**config.mk**
```make
export PLATFORM = sky130hd
export DESIGN_NAME = prescaled_watchdog
export DESIGN_NICKNAME = d
export VERILOG_FILES = /design/src/rtl/wdt_pkg.sv /design/src/rtl/wdt_ctrl.sv /design/src/rtl/wdt_datapath.sv /design/src/rtl/prescaled_watchdog.sv
export SDC_FILE = /design/constraint.sdc
export NUM_CORES = 1
export LEC_CHECK = 0
export BUFFER_PORTS_ARGS = -buffer_cell sky130_fd_sc_hd__buf_2
export CORE_ASPECT_RATIO = 0.75
export CORE_MARGIN = 2
export CORE_UTILIZATION = 55
export DETAILED_ROUTE_END_ITERATION = 10
export PLACE_DENSITY = 0.78
export SKIP_LAST_GASP = 1
export SLEW_MARGIN = 15
export SYNTH_ARGS = -nofsm -noshare
export SYNTH_HDL_FRONTEND = slang
export SYNTH_SLANG_ARGS = --single-unit
export TNS_END_PERCENT = 10
```
**constraint.sdc**
```tcl
create_clock -name clk -period 2.5 [get_ports clk]
set_clock_uncertainty 0.15 [all_clocks]
set_input_delay 0.25 -clock clk [delete_from_list [all_inputs] [get_ports clk]]
set_output_delay 0.25 -clock clk [all_outputs]
set_load 0.02 [all_outputs]
```
**src/rtl/wdt_pkg.sv**
```systemverilog
package wdt_pkg;

  localparam int ADDR_W = 2;

  localparam logic [ADDR_W-1:0] ADDR_CTRL  = 2'd0;
  localparam logic [ADDR_W-1:0] ADDR_CLEAR = 2'd1;
  localparam logic [ADDR_W-1:0] ADDR_FLAG  = 2'd2;

  // Strobes from the control half to the counting chain.
  typedef struct packed {
    logic advance;  // count one sub-clock tick this edge
    logic restart;  // zero the chain and reload the active select
  } wdt_strobe_t;

endpackage

```
**src/rtl/wdt_ctrl.sv**
```systemverilog
module wdt_ctrl
  import wdt_pkg::*;
#(
  parameter int DATA_W = 8,
  parameter int SEL_W  = 3
) (
  input  logic              clk,
  input  logic              coreRstN,
  input  logic              porN,
  input  logic              subTick,
  input  logic              wrEn,
  input  logic [ADDR_W-1:0] regAddr,
  input  logic [DATA_W-1:0] wrData,
  input  logic              timeoutHit,
  output wdt_strobe_t       strobe,
  output logic [SEL_W-1:0]  selCfg,
  output logic [DATA_W-1:0] rdData,
  output logic              resetReq,
  output logic              ovfFlag
);

  logic enable;
  logic ctrlWr, clearWr, flagWr, timeoutEff;
  logic [DATA_W-1:0] ctrlView;
  wire unusedHiBits = ^wrData;

  assign ctrlWr  = wrEn && (regAddr == ADDR_CTRL);
  assign clearWr = wrEn && (regAddr == ADDR_CLEAR);
  assign flagWr  = wrEn && (regAddr == ADDR_FLAG);

  // A clear landing on the terminal edge suppresses the time-out.
  assign timeoutEff = timeoutHit && !clearWr;

  assign strobe.advance = enable && subTick;
  assign strobe.restart = clearWr || timeoutEff;

  always_ff @(posedge clk or negedge coreRstN) begin
    if (!coreRstN) begin
      enable <= 1'b0;
      selCfg <= '0;
    end else if (ctrlWr) begin
      enable <= wrData[0];
      selCfg <= wrData[SEL_W:1];
    end
  end

  always_ff @(posedge clk or negedge coreRstN) begin
    if (!coreRstN) resetReq <= 1'b0;
    else           resetReq <= timeoutEff;
  end

  // Flag sits on power-on reset only, so it outlives a chip reset.
  always_ff @(posedge clk or negedge porN) begin
    if (!porN)                     ovfFlag <= 1'b0;
    else if (timeoutEff)           ovfFlag <= 1'b1;
    else if (flagWr && wrData[0])  ovfFlag <= 1'b0;
  end

  always_comb begin
    ctrlView            = '0;
    ctrlView[0]         = enable;
    ctrlView[SEL_W:1]   = selCfg;
  end

  always_comb begin
    case (regAddr)
      ADDR_CTRL: rdData = ctrlView;
      ADDR_FLAG: rdData = DATA_W'(ovfFlag);
      default:   rdData = '0;
    endcase
  end

endmodule

```
**src/rtl/wdt_datapath.sv**
```systemverilog
module wdt_datapath
  import wdt_pkg::*;
#(
  parameter int SUB_DIV_BITS = 3,
  parameter int PRE_BITS     = 9,
  parameter int SEL_W        = 3
) (
  input  logic             clk,
  input  logic             rstN,
  input  wdt_strobe_t      strobe,
  input  logic [SEL_W-1:0] selCfg,
  output logic             timeoutHit
);

  localparam int POST_W = (1 << SEL_W) - 1;

  logic             divDone, preDone, postDone;
  logic [SEL_W-1:0] selActive;
  logic [POST_W-1:0] postCnt, postLimit;

  // Sub-clock divider: forms the watchdog tick.
  generate
    if (SUB_DIV_BITS > 0) begin : g_subdiv
      logic [SUB_DIV_BITS-1:0] divCnt;
      always_ff @(posedge clk or negedge rstN) begin
        if (!rstN)               divCnt <= '0;
        else if (strobe.restart) divCnt <= '0;
        else if (strobe.advance) divCnt <= divCnt + 1'b1;
      end
      assign divDone = &divCnt;
    end else begin : g_nosubdiv
      assign divDone = 1'b1;
    end
  endgenerate

  // Fixed prescaler: sets the base time-out.
  generate
    if (PRE_BITS > 0) begin : g_pre
      logic [PRE_BITS-1:0] preCnt;
      always_ff @(posedge clk or negedge rstN) begin
        if (!rstN)                          preCnt <= '0;
        else if (strobe.restart)            preCnt <= '0;
        else if (strobe.advance && divDone) preCnt <= preCnt + 1'b1;
      end
      assign preDone = &preCnt;
    end else begin : g_nopre
      assign preDone = 1'b1;
    end
  endgenerate

  // Programmable stage, ratio 2^selActive.
  assign postLimit = POST_W'((32'd1 << selActive) - 32'd1);
  assign postDone  = (postCnt == postLimit);

  always_ff @(posedge clk or negedge rstN) begin
    if (!rstN) begin
      postCnt   <= '0;
      selActive <= '0;
    end else if (strobe.restart) begin
      postCnt   <= '0;
      selActive <= selCfg;
    end else if (strobe.advance && divDone && preDone) begin
      postCnt   <= postCnt + 1'b1;
    end
  end

  assign timeoutHit = strobe.advance && divDone && preDone && postDone;

endmodule

```
**src/rtl/prescaled_watchdog.sv**
```systemverilog
module prescaled_watchdog
  import wdt_pkg::*;
#(
  parameter int DATA_W       = 8,
  parameter int SEL_W        = 3,
  parameter int PRE_BITS     = 9,
  parameter int SUB_DIV_BITS = 3
) (
  input  logic              clk,
  input  logic              porN,
  input  logic              sysRstN,
  input  logic              subTick,
  input  logic              wrEn,
  input  logic [ADDR_W-1:0] regAddr,
  input  logic [DATA_W-1:0] wrData,
  output logic [DATA_W-1:0] rdData,
  output logic              resetReq,
  output logic              ovfFlag
);

  wdt_strobe_t      strobe;
  logic [SEL_W-1:0] selCfg;
  logic             timeoutHit;
  logic             coreRstN;

  assign coreRstN = porN & sysRstN;

  wdt_ctrl #(
    .DATA_W (DATA_W),
    .SEL_W  (SEL_W)
  ) i_ctrl (
    .clk        (clk),
    .coreRstN   (coreRstN),
    .porN       (porN),
    .subTick    (subTick),
    .wrEn       (wrEn),
    .regAddr    (regAddr),
    .wrData     (wrData),
    .timeoutHit (timeoutHit),
    .strobe     (strobe),
    .selCfg     (selCfg),
    .rdData     (rdData),
    .resetReq   (resetReq),
    .ovfFlag    (ovfFlag)
  );

  wdt_datapath #(
    .SUB_DIV_BITS (SUB_DIV_BITS),
    .PRE_BITS     (PRE_BITS),
    .SEL_W        (SEL_W)
  ) i_dp (
    .clk        (clk),
    .rstN       (coreRstN),
    .strobe     (strobe),
    .selCfg     (selCfg),
    .timeoutHit (timeoutHit)
  );

endmodule

```
==> reports/results.tsv <==
metric	value	unit
area share of the largest cell type after synthesis	45.0	%
FF+latch area	701	um^2
clk_lat worst skew	270	ps
main area contributors after synthesis	dfrtp_1 45%, xor2_1 5.6%, nor2_1 5.1%, ha_1 4.0%, nand2_1 3.9%	
grt total ovfl	0	
DR pass1 iterations	4	
Worst Hold Class	in2reg	
fin crit period	2330	ps
die height	50.1	um
Clock transition at path regs	90	ps
Die Wd	65.5	um
maximum buffer depth of the clock tree	2	
Placer Congestion	0.825	
yosys warns	0	
Post-synth ARST share	100	%
vias	1201	
pin count of the biggest net entering global routing	28	
CTS sink count	28	
register area share after synthesis	45.0	%
Final Slew Violations	0	
leak pwr	0.838	nW
unrepaired setup endpoints after global routing	false	
Root Driver	clkbuf_8	
pwr/cell area	585	nW/um^2
maxcap violations	0	
Max FO, Critical Path	3	
Std-Cell Core Area	2640	um^2
Worst Path Arrival	2340	ps
Cells after Synth	154	
Post-Syn Area	1560	um^2
DP Cell Count	203	
WS Path Type	reg2reg	
area taken by multi-input logic gates	805	um^2
Port Buffers	16	
largest area contributor in the netlist	dfrtp_1	
Fillers	215	
ant diodes	0	
DRC Markers	0	
initial antenna violation count	0	
outcome	finished clean	
post-route ant nets	0	
Synth Flop Type	dfrtp_1	
Starting Density	58.9	%
Peak VDD IR	0.518	mV
first-pass GRT wire length	5310	um
final worst-path cycle share	93.1	%
initial DRC count	71	
vias in the first global route	1186	
routed wire length per instance	14.4	um
Final HPWL DP	2180	um
Mean Syn Cell Area	10.1	um^2
r2r setup slk	170	ps
flip-flop and latch count after synthesis	28	
io pins	25	
startpoint types	register	
Layout area overhead	12.6	%
Routed WL	3040	um
Rows	16	
Vias/cell	5.69	
count leader, synth	dfrtp_1	
CTS tree	done	
fraction of layout cells with a size suffix above 1	19.4	%
CP Capture Type	register	
cts bufs inserted	3	
Final Util	66.4	%
Finished Layout Cells	211	
list of most frequent post-synthesis cells	28 x dfrtp_1, 21 x nor2_1, 16 x nand2_1	
Final Hold Viols	0	
Max Clock Freq	430	MHz
Synth cell types	43	
DIE AREA	3280	um^2
# nets final	196	
Total GRT Usage	20.7	%
Post-synth EDFFs	0	
CTS HTree Levels	1	
critical path data required time	2510	ps
final setup violation count	0	
setup_tns	0	ps
-- critical path: stages, from the launching register on --
cell,delay [ps]
dfrtp_1,400
ha_1,200
nand3_1,70
nor2_1,90
ha_1,160
and4_1,210
o211ai_2,100
or4_1,550
a32oi_1,220
nand2_1,60
-- state kept, by name, indices dropped and copies added (netlist names) --
name / count
i_ctrl.ovfFlag: 1
i_ctrl.selCfg: 3
i_dp.g_pre.preCnt: 9
i_dp.selActive: 3
i_ctrl.resetReq: 1
i_dp.g_subdiv.divCnt: 3
i_dp.postCnt: 7
i_ctrl.enable: 1
-- metal layers --
layer | GRT usage [%] | part of all wire (%) | vias to the layer above
li1 | - | - | 589
met3 | 4.11 | 3.8 | 4
met4 | 2.08 | 0.63 | 0
met5 | 0 | 0 | -
met2 | 34.7 | 49 | 26
met1 | 28.9 | 46 | 582
-- path summary, 6_finish.rpt --
check | start | endpoint | cells after the start
setup / recovery | i_dp.g_pre.preCnt[0]$_DFFE_PN0P_ | i_dp.selActive[2]$_DFFE_PN0P_ | 9
hold / removal | wrData[3] | i_ctrl.selCfg[2]$_DFFE_PN0P_ | 2
setup reg to reg | i_dp.g_pre.preCnt[0]$_DFFE_PN0P_ | i_dp.selActive[2]$_DFFE_PN0P_ | 9
hold reg to reg | i_dp.g_subdiv.divCnt[2]$_DFFE_PN0P_ | i_dp.g_subdiv.divCnt[2]$_DFFE_PN0P_ | 2
max in group asynchronous | porN | i_dp.postCnt[4]$_DFFE_PN0P_ | 4
min in group asynchronous | porN | i_ctrl.ovfFlag$_DFFE_PN0P_ | 2
-- through the flow --
stage	cell area [um^2]	hold slack, ps	power, mW	setup WS, ps
after global routing	1750	42.5	1.08	7.49
after CTS	1740	53.0	1.04	61.3
final	1750	57.6	1.03	172
after detailed placement	1660	-114	0.753	75.4
after floorplan	1570	-196	0.715	182
after global placement	1660	-120	0.735	130
-- placed cells by master, fill, tap and decap left out, drive strengths merged, types with 2 or more instances in the layout --
master and instances:
buf 22, nand4 7, conb 4, nand2 17, clkbuf 4, dfrtp 28, xnor2 4, nand3 6
and2 5, and4 2, and3b 2, a2111o 2, nor4b 2, nor2 21, and3 2, mux2 6
xor2 10, o21ai 2, ha 5, dlygate4sd3 2, a21oi 4
-- cell type report --
| type | instances | area share, % |
|---|---|---|
| clock buffers | 4 | 3.14 |
| multi-input cells | 119 | 45.9 |
| flip-flops and latches | 28 | 39.9 |
| well taps | 36 | 2.57 |
| repair buffers | 24 | 8.49 |
-- what timing repair did --
item                                    CTS  global route
hold buffers                              2             0
buffers inserted                          0             2
gates resized for setup                   0             1
endpoints found under the hold margin    28             0
endpoints found under the setup margin    0            19
-- logic make-up (layout without fill, tap and decap cells) --
family	Yosys count	after routing	synth area share [%]
other cells	1	4	0.241
buf+inv	10	28	4.10
flops	28	28	45.0
compound gates	18	18	9.24
mux	7	7	5.46
simple gates	71	71	24.1
fa+ha+maj	5	5	4.02
xor+xnor	14	14	7.87
-- power by group --
part | total (mW) | internal, mW | switching [mW]
Sequential | 0.569 | 0.501 | 0.0685
Combinational | 0.180 | 0.0926 | 0.0871
Clock | 0.277 | 0.141 | 0.136
Total | 1.03 | 0.734 | 0.292
No activity file was read; power rests on OpenSTA's default activity.
